**src/rtl/policer_pkg.sv**
```systemverilog
`timescale 1ns/1ps
package policer_pkg;
  typedef enum logic [1:0] {
    MODE_LINE = 2'd0,
    MODE_DATA = 2'd1,
    MODE_FHI  = 2'd2,
    MODE_FLO  = 2'd3
  } mode_e;

  localparam int FRAME_COST       = 10;   // one frame in tenth-frame units
  localparam int HI_BURST_UNIT    = 328;  // 32.8 frames
  localparam int LO_BURST_UNIT    = 3;    // 0.3 frame
  localparam int BYTE_BURST_SHIFT = 12;   // 4096 bytes
  localparam int HI_RATE_MUL      = 100;  // high/low frame rate unit ratio
endpackage

```
**src/rtl/policer_scale.sv**
```systemverilog
`timescale 1ns/1ps
module policer_scale
  import policer_pkg::*;
#(
  parameter int RATE_W  = 16,
  parameter int BURST_W = 7,
  parameter int LVL_W   = 23
) (
  input  mode_e              mode_i,
  input  logic [RATE_W-1:0]  rate_i,
  input  logic [BURST_W-1:0] burst_i,
  output logic [LVL_W-1:0]   leak_o,
  output logic [LVL_W-1:0]   limit_o
);
  localparam int XW = LVL_W + 1;

  logic [XW-1:0] leak_w, lim_w;

  always_comb begin
    case (mode_i)
      MODE_FHI: begin
        leak_w = XW'(rate_i) * XW'(HI_RATE_MUL);
        lim_w  = XW'(burst_i) * XW'(HI_BURST_UNIT);
      end
      MODE_FLO: begin
        leak_w = XW'(rate_i);
        lim_w  = XW'(burst_i) * XW'(LO_BURST_UNIT);
      end
      default: begin
        leak_w = XW'(rate_i);
        lim_w  = XW'(burst_i) << BYTE_BURST_SHIFT;
      end
    endcase
  end

  assign leak_o  = leak_w[XW-1] ? '1 : leak_w[LVL_W-1:0];
  assign limit_o = lim_w[XW-1]  ? '1 : lim_w[LVL_W-1:0];
endmodule

```
**src/rtl/policer_cost.sv**
```systemverilog
`timescale 1ns/1ps
module policer_cost
  import policer_pkg::*;
#(
  parameter int LEN_W = 14,
  parameter int IPG_W = 5,
  parameter int LVL_W = 23
) (
  input  mode_e             mode_i,
  input  logic [LEN_W-1:0]  len_i,
  input  logic [IPG_W-1:0]  ipg_i,
  output logic [LVL_W-1:0]  cost_o
);
  always_comb begin
    case (mode_i)
      MODE_LINE: cost_o = LVL_W'(len_i) + LVL_W'(ipg_i);
      MODE_DATA: cost_o = LVL_W'(len_i);
      default:   cost_o = LVL_W'(FRAME_COST);
    endcase
  end
endmodule

```
**src/rtl/policer_bucket.sv**
```systemverilog
`timescale 1ns/1ps
module policer_bucket #(
  parameter int LVL_W = 23
) (
  input  logic             clk_i,
  input  logic             rst_ni,
  input  logic             tick_i,
  input  logic [LVL_W-1:0] leak_i,
  input  logic [LVL_W-1:0] credit_i,
  input  logic [LVL_W-1:0] limit_i,
  input  logic [LVL_W-1:0] cost_i,
  input  logic             overshoot_i,
  input  logic             charge_i,
  input  logic             we_i,
  input  logic [LVL_W-1:0] wdata_i,
  output logic [LVL_W-1:0] level_o,
  output logic             fits_o,
  output logic [LVL_W-1:0] spare_o
);
  localparam int XW = LVL_W + 1;

  logic [LVL_W-1:0] level_q, leaked, level_d;
  logic [XW-1:0]    drain, sum;

  // leak (own + coupled credit) applies before any compare
  assign drain  = tick_i ? (XW'(leak_i) + XW'(credit_i)) : '0;
  assign leaked = (XW'(level_q) >= drain) ? LVL_W'(XW'(level_q) - drain) : '0;
  assign spare_o = (tick_i && (leak_i > level_q)) ? (leak_i - level_q) : '0;

  assign sum    = XW'(leaked) + XW'(cost_i);
  assign fits_o = overshoot_i ? (leaked <= limit_i) : (sum <= XW'(limit_i));

  always_comb begin
    if (we_i)          level_d = wdata_i;
    else if (charge_i) level_d = sum[XW-1] ? '1 : sum[LVL_W-1:0];
    else               level_d = leaked;
  end

  always_ff @(posedge clk_i or negedge rst_ni) begin
    if (!rst_ni) level_q <= '0;
    else         level_q <= level_d;
  end

  assign level_o = level_q;
endmodule

```
**src/rtl/frame_policer.sv**
```systemverilog
`timescale 1ns/1ps
module frame_policer
  import policer_pkg::*;
#(
  parameter int LEN_W   = 14,
  parameter int IPG_W   = 5,
  parameter int RATE_W  = 16,
  parameter int BURST_W = 7,
  parameter int LVL_W   = 23
) (
  input  logic               clk_i,
  input  logic               rst_ni,
  input  logic               frame_i,
  input  logic [LEN_W-1:0]   len_i,
  input  logic               tick_i,
  input  logic [1:0]         mode_i,
  input  logic [IPG_W-1:0]   ipg_i,
  input  logic               overshoot_i,
  input  logic               cir_en_i,
  input  logic               couple_i,
  input  logic [RATE_W-1:0]  pir_i,
  input  logic [BURST_W-1:0] pbs_i,
  input  logic [RATE_W-1:0]  cir_i,
  input  logic [BURST_W-1:0] cbs_i,
  input  logic               state_we_i,
  input  logic               state_sel_i,
  input  logic [LVL_W-1:0]   state_wdata_i,
  output logic               verdict_valid_o,
  output logic               verdict_pass_o,
  output logic               hit_commit_o,
  output logic [LVL_W-1:0]   peak_level_o,
  output logic [LVL_W-1:0]   commit_level_o
);
  localparam int NB = 2;      // 0: peak, 1: committed
  localparam int PK = 0;
  localparam int CM = 1;

  mode_e mode;
  assign mode = mode_e'(mode_i);

  logic [RATE_W-1:0]  rate  [NB];
  logic [BURST_W-1:0] burst [NB];
  logic [LVL_W-1:0]   leak  [NB];
  logic [LVL_W-1:0]   limit [NB];
  logic [LVL_W-1:0]   credit[NB];
  logic [LVL_W-1:0]   spare [NB];
  logic [LVL_W-1:0]   level [NB];
  logic [NB-1:0]      fits, charge, we;
  logic [LVL_W-1:0]   cost;

  assign rate[PK]  = pir_i;
  assign rate[CM]  = cir_i;
  assign burst[PK] = pbs_i;
  assign burst[CM] = cbs_i;
  assign credit[PK] = (cir_en_i && couple_i) ? spare[CM] : '0;
  assign credit[CM] = '0;

  policer_cost #(.LEN_W(LEN_W), .IPG_W(IPG_W), .LVL_W(LVL_W)) u_cost (
    .mode_i (mode),
    .len_i  (len_i),
    .ipg_i  (ipg_i),
    .cost_o (cost)
  );

  for (genvar b = 0; b < NB; b++) begin : g_bkt
    assign we[b] = state_we_i && (state_sel_i == 1'(b));

    policer_scale #(.RATE_W(RATE_W), .BURST_W(BURST_W), .LVL_W(LVL_W)) u_scale (
      .mode_i  (mode),
      .rate_i  (rate[b]),
      .burst_i (burst[b]),
      .leak_o  (leak[b]),
      .limit_o (limit[b])
    );

    policer_bucket #(.LVL_W(LVL_W)) u_bucket (
      .clk_i       (clk_i),
      .rst_ni      (rst_ni),
      .tick_i      (tick_i),
      .leak_i      (leak[b]),
      .credit_i    (credit[b]),
      .limit_i     (limit[b]),
      .cost_i      (cost),
      .overshoot_i (overshoot_i),
      .charge_i    (charge[b]),
      .we_i        (we[b]),
      .wdata_i     (state_wdata_i),
      .level_o     (level[b]),
      .fits_o      (fits[b]),
      .spare_o     (spare[b])
    );
  end

  logic cm_ok, pass;
  assign cm_ok      = cir_en_i && fits[CM];
  assign pass       = cm_ok || fits[PK];
  assign charge[CM] = frame_i && cm_ok;
  assign charge[PK] = frame_i && !cm_ok && fits[PK];

  logic valid_q, pass_q, hit_q;
  always_ff @(posedge clk_i or negedge rst_ni) begin
    if (!rst_ni) begin
      valid_q <= 1'b0;
      pass_q  <= 1'b0;
      hit_q   <= 1'b0;
    end else begin
      valid_q <= frame_i;
      pass_q  <= frame_i && pass;
      hit_q   <= frame_i && cm_ok;
    end
  end

  assign verdict_valid_o = valid_q;
  assign verdict_pass_o  = pass_q;
  assign hit_commit_o    = hit_q;
  assign peak_level_o    = level[PK];
  assign commit_level_o  = level[CM];
endmodule

```
**config.mk**
```make
export PLATFORM = sky130hd
export DESIGN_NAME = frame_policer
export DESIGN_NICKNAME = d
export VERILOG_FILES = /design/src/rtl/policer_pkg.sv /design/src/rtl/policer_scale.sv /design/src/rtl/policer_cost.sv /design/src/rtl/policer_bucket.sv /design/src/rtl/frame_policer.sv
export SDC_FILE = /design/constraint.sdc
export NUM_CORES = 1
export LEC_CHECK = 0
export BUFFER_PORTS_ARGS = -buffer_cell sky130_fd_sc_hd__buf_2
export CAP_MARGIN = 20
export CORE_ASPECT_RATIO = 0.8
export CORE_MARGIN = 2
export CORE_UTILIZATION = 60
export DETAILED_ROUTE_END_ITERATION = 7
export GPL_ROUTABILITY_DRIVEN = 0
export GPL_TIMING_DRIVEN = 0
export PLACE_DENSITY_LB_ADDON = 0.05
export SYNTH_ARGS = -nofsm -noshare
export SYNTH_HDL_FRONTEND = slang
export SYNTH_HIERARCHICAL = 1
export SYNTH_SLANG_ARGS = --single-unit
```
**constraint.sdc**
```tcl
create_clock -name clk_i -period 26.2 [get_ports clk_i]
set_clock_uncertainty 0.05 [all_clocks]
set_input_delay 0 -clock clk_i [delete_from_list [all_inputs] [get_ports clk_i]]
set_output_delay 0 -clock clk_i [all_outputs]
set_load 0.01 [all_outputs]
```
==> run summary, run 1 <==
* 26040 µm — met2 routed WL
* 5212 µm — routed wl met3
* 0 — Post-route DRC
* 3345 — Layout Nets
* 6 — number of warnings printed during yosys synthesis
* met4 — highest metal used
* 5 — Inserted Clock Buffers
* 61.31% — initial core utilization
* 19400 µm² — Post-Syn Area
* 18 — CTS Hold Buffers Added
* 31640 µm² — placeable core region
* 50 — maximum number of pins on one net before global-route repair
* 762.3 ps — worst-margin pin slew
* 2813 — fillers
* 9.133% — Area growth, synth to finish
* 49 — number of sinks on the clock net
* 3201 — final instance count without filler cells
* 14660 ps — fin crit period
* 19750 — total number of vias
* 0 — count of final max-slew check failures
* 21.22 ps — minimum hold slack
* clkbuf_16 — clock root buffer master
* 33800 µm² — die area
* 290 ps — clock insertion delay at the later pin of the skew report
* 18510 — vias in the first global route
* a311oi_1 — crit path max-delay cell type
* 0 — # setup viols final
* 0 — Final Hold Viols
* 68.21 MHz — highest achievable clock rate
* 60570 µm — overall routed net length
* 0 ps — final total negative setup slack
* 205.0 µm — horizontal extent of the die
* 35.18% — total global-route track usage
* 164.8 µm — overall die height
* 2 — # H-tree levels
* 6 — TritonRoute pass-1 iters
* 0 — Max Cap Viol
* 94560 µm — wire length of the first global-routing pass
* 0 — overflow left after global routing
* 10 — largest fanout of any net on the critical path
* 10.50% — ratio of cells with drive above 1 in the final layout
* 60 ps — clock edge transition at the registers on the reported setup and hold paths
* 0 — number of routed nets with antenna violations
* 14780 ps — endpoint arrival time on the critical path
* 3174 — cell count after placement
* 21170 µm² — post-layout instance area
* 0 — number of cells upsized or downsized after cts
* 540 ps — longest individual stage delay on the worst path
* finished clean — run status
* 0 — initial antenna violation count
* no — RSZ-0062 raised after global routing
* 18.92 µm — wire length per cell
* 2571 — Syn Inst Count
* 0 — final antenna diode count
* primary input to asynchronous set/reset pin — worst hold path class
* 2 — deepest clock path buffer count
* primary input to flip-flop — Crit Path Category
* 146 — number of buffer cells added on primary ports
* 6.171 — Vias/cell
* 20790 µm² — area of placed instances
* ha_1 — Worst path most repeated cell
* 48.99% — Slew Limit Headroom
* 26320 ps — Critical Path RT
* 58 — cell row count
* 7.546 µm² — average instance area after synthesis
* 52330 µm — detailed placement HPWL
* 1640 — detailed router's first-iteration violation count
* 148 — number of top-level design ports
* flip-flop — crit end category
* primary input — crit path launch type
* 0 — Post-CTS Setup Repair Bufs
* built — TritonCTS clock tree
* 55.96% — Tcrit/Tclk final
* 26720 µm — Met1 Wirelength
## flip-flops by register name, summed over array words and instances (netlist names)
signal,count
verdict_valid_o,1
g_bkt.u_bucket/level_o,46
verdict_pass_o,1
hit_commit_o,1
## final cells by class
type / instances / area [µm²] / area share, %
clock buffers: 6 / 138.9 / 0.6560
repair buffers: 166 / 934.6 / 4.415
well taps: 420 / 525.5 / 2.482
multi-input cells: 2221 / 16900 / 79.82
flip-flops and latches: 49 / 1226 / 5.792
inverters: 257 / 964.7 / 4.556
clock inverters: 2 / 37.54 / 0.1773
plain buffers: 80 / 445.4 / 2.104
## through the flow
| step | util, % | setup WS [ps] |
|---|---|---|
| 2_1_floorplan | - | 14190 |
| 3_3_place_gp | 65.71 | 11980 |
| 3_5_place_dp | 65.72 | 11630 |
| 4_1_cts | 66.85 | 11900 |
| 5_1_grt | 66.91 | 10650 |
| 6_report | 66.91 | 11540 |
## worst max-delay path, delay by kind of cell
family          cells  cell delay [ps]
xor+xnor            1              170
fa+ha+maj          11             3690
buf+inv             7             1170
simple gates       13             1580
compound gates     31             7610
mux                 2              540
## layer usage
| metal | global-route usage [%] | vias to the layer above |
|---|---|---|
| met2 | 56.20 | 865 |
| met1 | 47.78 | 9078 |
| met4 | 14.85 | 0 |
| li1 | - | 9666 |
| met5 | 0 | - |
| met3 | 4.519 | 143 |
## worst paths after layout
kind,cells after the start,endpoint,slack [ps],from
max,65,g_bkt[0].u_bucket/level_o[1],11540,cir_i[4]
min,2,g_bkt[1].u_bucket/level_o[22],20,rst_ni
max reg2reg,55,g_bkt[0].u_bucket/level_o[1],13400,g_bkt[1].u_bucket/level_o[1]
min reg2reg,4,g_bkt[0].u_bucket/level_o[6],920,g_bkt[0].u_bucket/level_o[6]
max in group asynchronous,3,g_bkt[0].u_bucket/level_o[13],25630,rst_ni
min in group clk_i,3,g_bkt[1].u_bucket/level_o[5],30,state_wdata_i[5]
## cell usage in the layout (no fill, tap or decap), drive strengths merged, types with 7 or more instances in the layout
master / count
xor2: 55
o211ai: 21
mux2i: 15
a31o: 7
inv: 257
nor4: 7
o31a: 7
or2: 19
xnor2: 103
a31oi: 31
and3: 59
a211o: 13
a211oi: 35
nand3: 34
o31ai: 14
a221oi: 17
o21a: 44
nor2: 177
nand2b: 35
nand4: 37
o21bai: 26
clkbuf: 44
ha: 430
nor2b: 48
buf: 190
fa: 36
nor3: 72
dlygate4sd3: 18
o21ai: 143
o22ai: 14
dfrtp: 49
a21oi: 213
a21o: 90
nand2: 211
a2111oi: 7
and2: 36
or3: 17
conb: 40
Power of run 1 is left out: the tool's default activity adds up to more than one toggle a clock period on the data nets, which glitch-free logic cannot reach.
==> run 2: changes to the inputs <==
Settings changed: ABC_AREA set to 1.
Clock period 26.2 ns to 15.17 ns, I/O delays scaled along.
==> run summary, run 2 <==
* 7 — TritonRoute pass-1 iters
* 0 — number of routed nets with antenna violations
* g_bkt[0].u_bucket/level_o[20] — endpoint of the worst register-to-register path
* 0 ps — final total negative setup slack
* 0 — number of cells upsized or downsized after cts
* 5 — Inserted Clock Buffers
* 6 — number of warnings printed during yosys synthesis
* 66.05% — fin util
* 2398 — detailed router's first-iteration violation count
* 300 ps — clock insertion delay at the later pin of the skew report
* 0 — Max Cap Viol
* 35840 µm² — placeable core region
* 0.2052 mV — worst supply voltage drop on vdd
* 24760 — total number of vias
* 23220 µm² — area of placed instances
* 147 — number of buffer cells added on primary ports
* 10 — largest fanout of any net on the critical path
* 15300 ps — Critical Path RT
* nand2_1 — most common cell after layout, fill and taps aside
* 62020 µm — detailed placement HPWL
* 46 — number of flip-flops under the largest register name
* 60 ps — clock edge transition at the registers on the reported setup and hold paths
* 5.708 — Vias/cell
* 47.56 ps — minimum hold slack
* 60.68% — initial core utilization
* met5 — highest metal used
* 174.3 µm — overall die height
* 13.88 nW — Static Leakage
* 5.980 µm² — average instance area after synthesis
* 2 — # H-tree levels
* 490 ps — longest individual stage delay on the worst path
* flip-flop — crit end category
* 67 — logic depth of the worst register-to-register path
* 8.848% — Area growth, synth to finish
* 62 — cell row count
* 44.91% — Slew Limit Headroom
* g_bkt[1].u_bucket/level_o[15] — worst flop-to-flop path startpoint
* 3637 — Syn Inst Count
* 12160 ps — fin crit period
* 82.22 MHz — highest achievable clock rate
* 4418 — Layout Nets
* 22850 — vias in the first global route
* 37800 µm² — die area
* no — RSZ-0062 raised after global routing
* 4570 ps — Reg2Reg Setup Slack
* cir_i[6] — Worst setup startpoint
* 236.1 nW/µm² — Pwr per Cell Area
* 16.64 µm — wire length per cell
* primary input to flip-flop — Crit Path Category
* 1025 x nand2_1, 595 x inv_1, 430 x ha_1 — commonest cells after routing, fill and taps aside
* primary input to asynchronous set/reset pin — worst hold path class
* 29970 µm — met2 routed WL
* clkbuf_16 — clock root buffer master
* 21750 µm² — Post-Syn Area
* 80.18% — Tcrit/Tclk final
* g_bkt[0].u_bucket/level_o[20] — endpoint of the most critical setup path
* 148 — number of top-level design ports
* primary input — crit path launch type
* 0 — Post-route DRC
* 0 — Post-CTS Setup Repair Bufs
* 114500 µm — wire length of the first global-routing pass
* 23670 µm² — post-layout instance area
* built — TritonCTS clock tree
* 12300 ps — endpoint arrival time on the critical path
* finished clean — run status
* 805.6 ps — worst-margin pin slew
* 0 — count of final max-slew check failures
* 37.49% — total global-route track usage
* 0 — overflow left after global routing
* 50 — maximum number of pins on one net before global-route repair
* 0 — Final Hold Viols
* 9.367% — ratio of cells with drive above 1 in the final layout
* 2 — deepest clock path buffer count
* 30780 µm — Met1 Wirelength
* 7139 µm — routed wl met3
* fa_1 — crit path max-delay cell type
* 7 — initial antenna violation count
* 216.9 µm — horizontal extent of the die
* nand2_1 — Worst path most repeated cell
* 49 — number of sinks on the clock net
* 0 — # setup viols final
* 72200 µm — overall routed net length
## run 2: worst min-delay path by stage
stage,start,to,slack (ps),depth (start not counted)
after global placement,state_wdata_i[1],g_bkt[1].u_bucket/level_o[1],180,3
after global routing,rst_ni,g_bkt[0].u_bucket/level_o[15],70,2
after floorplan,rst_ni,g_bkt[0].u_bucket/level_o[0],-350,0
after detailed placement,state_wdata_i[1],g_bkt[1].u_bucket/level_o[1],180,3
after CTS,cir_en_i,hit_commit_o,90,3
final,rst_ni,g_bkt[0].u_bucket/level_o[15],50,2
## run 2: metrics by stage
stage	setup slack (ps)	std cells	power (mW)
floorplan	5240	3673	3.855
global route	2014	4336	6.135
CTS	3273	4333	5.359
global placement	3210	4300	5.062
detailed placement	3011	4300	5.174
finish	3007	4338	5.590
## run 2: power by group
group	total (mW)	internal, mW	switching, mW
logic	5.16	1.75	3.40
registers	0.299	0.198	0.101
clock network	0.134	0.0825	0.0514
## run 2: critical path: cells and delay by family
family,cells,cell delay [ps]
buf+inv,11,1380
fa+ha+maj,11,3830
simple gates,47,4720
compound gates,10,1980
xor+xnor,1,370
## run 2: routing by layer
| metal | global-route usage [%] | vias up |
|---|---|---|
| li1 | - | 12200 |
| met1 | 49.58 | 11100 |
| met2 | 58.32 | 1204 |
| met3 | 6.614 | 249 |
| met4 | 19.52 | 6 |
| met5 | 0 | - |
## run 2: layout make-up
| cell class | count | area [µm²] |
|---|---|---|
| clock inverters | 1 | 30.03 |
| plain buffers | 59 | 416.7 |
| inverters | 622 | 2337 |
| well taps | 480 | 600.6 |
| flip-flops and latches | 49 | 1226 |
| clock buffers | 7 | 142.6 |
| fillers | 3470 | 12170 |
| repair buffers | 173 | 1006 |
| multi-input cells | 2943 | 17900 |
| diodes | 4 | 10.01 |
## run 2: repair_timing
item / CTS / global route
endpoints found under the hold margin: 95 / 0
hold buffers: 25 / 0
setup endpoints to repair: 0 / 0
(Power assumes the default switching activity.)
==> run 3: changes to the inputs <==
Clock period 15.17 ns to 12.4 ns, I/O delays scaled along.
==> run summary, run 3 (same netlist as run 2, synthesis figures left out) <==
* 10.06% — ratio of cells with drive above 1 in the final layout
* 23810 µm² — post-layout instance area
* 0 — Post-route DRC
* 0 — number of routed nets with antenna violations
* 0 — overflow left after global routing
* 60.68% — initial core utilization
* o21ai_0 — crit path max-delay cell type
* clkbuf_16 — clock root buffer master
* 114500 µm — wire length of the first global-routing pass
* 94.40% — Tcrit/Tclk final
* 148 — number of top-level design ports
* 300 ps — clock insertion delay at the later pin of the skew report
* 9.475% — Area growth, synth to finish
* 64 — logic depth of the worst register-to-register path
* 11710 ps — fin crit period
* 5 — Inserted Clock Buffers
* g_bkt[0].u_bucket/level_o[11] — endpoint of the most critical setup path
* 62020 µm — detailed placement HPWL
* 4300 — cell count after placement
* 3449 — fillers
* 8 — TritonRoute pass-1 iters
* 37800 µm² — die area
* 13.92 nW — Static Leakage
* 0 — # setup viols final
* 851.1 ps — worst-margin pin slew
* primary input to flip-flop — Crit Path Category
* 1024 x nand2_1, 595 x inv_1, 425 x ha_1 — commonest cells after routing, fill and taps aside
* 0 ps — final total negative setup slack
* 62 — cell row count
* 10 — largest fanout of any net on the critical path
* 49.58% — met1 routing resource usage after global routing
* flip-flop — crit end category
* built — TritonCTS clock tree
* 290.6 nW/µm² — Pwr per Cell Area
* nand2_1 — most common cell after layout, fill and taps aside
* 2372 — detailed router's first-iteration violation count
* primary input to asynchronous set/reset pin — worst hold path class
* 16.70 µm — wire length per cell
* met2 — busiest grt layer
* 4420 — Layout Nets
* 500 ps — longest individual stage delay on the worst path
* 70 ps — clock edge transition at the registers on the reported setup and hold paths
* g_bkt[1].u_bucket/level_o[13] — worst flop-to-flop path startpoint
* 50.16 ps — minimum hold slack
* 50 — maximum number of pins on one net before global-route repair
* 66.43% — fin util
* 11840 ps — endpoint arrival time on the critical path
* 174.3 µm — overall die height
* 7 — initial antenna violation count
* 37.49% — total global-route track usage
* 0 — Final Hold Viols
* 5.685 — Vias/cell
* 23220 µm² — area of placed instances
* g_bkt[0].u_bucket/level_o[11] — endpoint of the worst register-to-register path
* 41.79% — Slew Limit Headroom
* 0.2497 mV — worst supply voltage drop on vdd
* 72490 µm — overall routed net length
* 12540 ps — Critical Path RT
* 6.614% — fraction of met3 tracks used by global routing
* 85.43 MHz — highest achievable clock rate
* 35840 µm² — placeable core region
* cir_i[6] — Worst setup startpoint
* 46 — number of flip-flops under the largest register name
* primary input — crit path launch type
* nand2_1 — Worst path most repeated cell
* 216.9 µm — horizontal extent of the die
* 58.32% — GR Layer Usage met2
* 0 — count of final max-slew check failures
* 4340 — final instance count without filler cells
* 49 — number of sinks on the clock net
* 2 — # H-tree levels
* 2200 ps — Reg2Reg Setup Slack
* 2 — deepest clock path buffer count
* 0 — Max Cap Viol
* 22850 — vias in the first global route
* 147 — number of buffer cells added on primary ports
* finished clean — run status
* 24670 — total number of vias
-- run 3: cell types whose count changed in the layout (fill, tap and decap cells not counted), sizes merged --
| cell | previous run | this run |
|---|---|---|
| buf | 194 | 195 |
| clkbuf | 20 | 21 |
-- run 3: area by class of cell --
type                            instances  area, µm²  share of cell area (%)
Clock inverter                          1      30.03                  0.1261
Clock buffer                            7      142.6                  0.5991
Inverter                              622       2337                   9.817
Sequential cell                        49       1226                   5.150
Timing Repair Buffer                  175       1021                   4.288
Multi-Input combinational cell       2943      18020                   75.68
Tap cell                              480      600.6                   2.522
Buffer                                 59      421.7                   1.771
Antenna cell                            4      10.01                 0.04204
-- run 3: worst min path at each step --
stage                      from                             to  slack, ps  cells after the start
2_1_floorplan            rst_ni   g_bkt[0].u_bucket/level_o[0]       -350                      0
3_3_place_gp   state_wdata_i[1]   g_bkt[1].u_bucket/level_o[1]        180                      3
3_5_place_dp   state_wdata_i[1]   g_bkt[1].u_bucket/level_o[1]        180                      3
4_1_cts                cir_en_i                   hit_commit_o         90                      3
5_1_grt                  rst_ni  g_bkt[0].u_bucket/level_o[15]         70                      2
6_report                 rst_ni  g_bkt[0].u_bucket/level_o[15]         50                      2
-- run 3: critical path, delay by kind of cell --
kind / cells / cell delay, ps
simple gates: 42 / 4030
buf+inv: 9 / 1150
compound gates: 15 / 2950
fa+ha+maj: 9 / 3270
xor+xnor: 1 / 380
-- run 3: repair_timing --
action,CTS,global route
setup buffers,0,2
endpoints found under the hold margin,95,0
gates resized for setup,0,31
setup endpoints to repair,0,23
hold buffers,25,0
-- run 3: per-layer routing --
metal,up-vias,routed length (µm)
met5,-,30
met4,6,4089
met3,241,7218
met2,1141,30270
met1,11090,30880
li1,12200,-
-- run 3: stage by stage --
stage	power [mW]	setup WS, ps
after CTS	6.556	502.6
after floorplan	4.716	2470
after global placement	6.193	440.3
after detailed placement	6.330	241.1
after global routing	7.585	-57.63
final	6.918	694.5
-- run 3: power by group --
| group | switching (mW) | total (mW) | internal [mW] |
|---|---|---|---|
| logic | 4.21 | 6.39 | 2.18 |
| clock network | 0.0625 | 0.163 | 0.101 |
| registers | 0.123 | 0.366 | 0.243 |
| total | 4.39 | 6.92 | 2.53 |
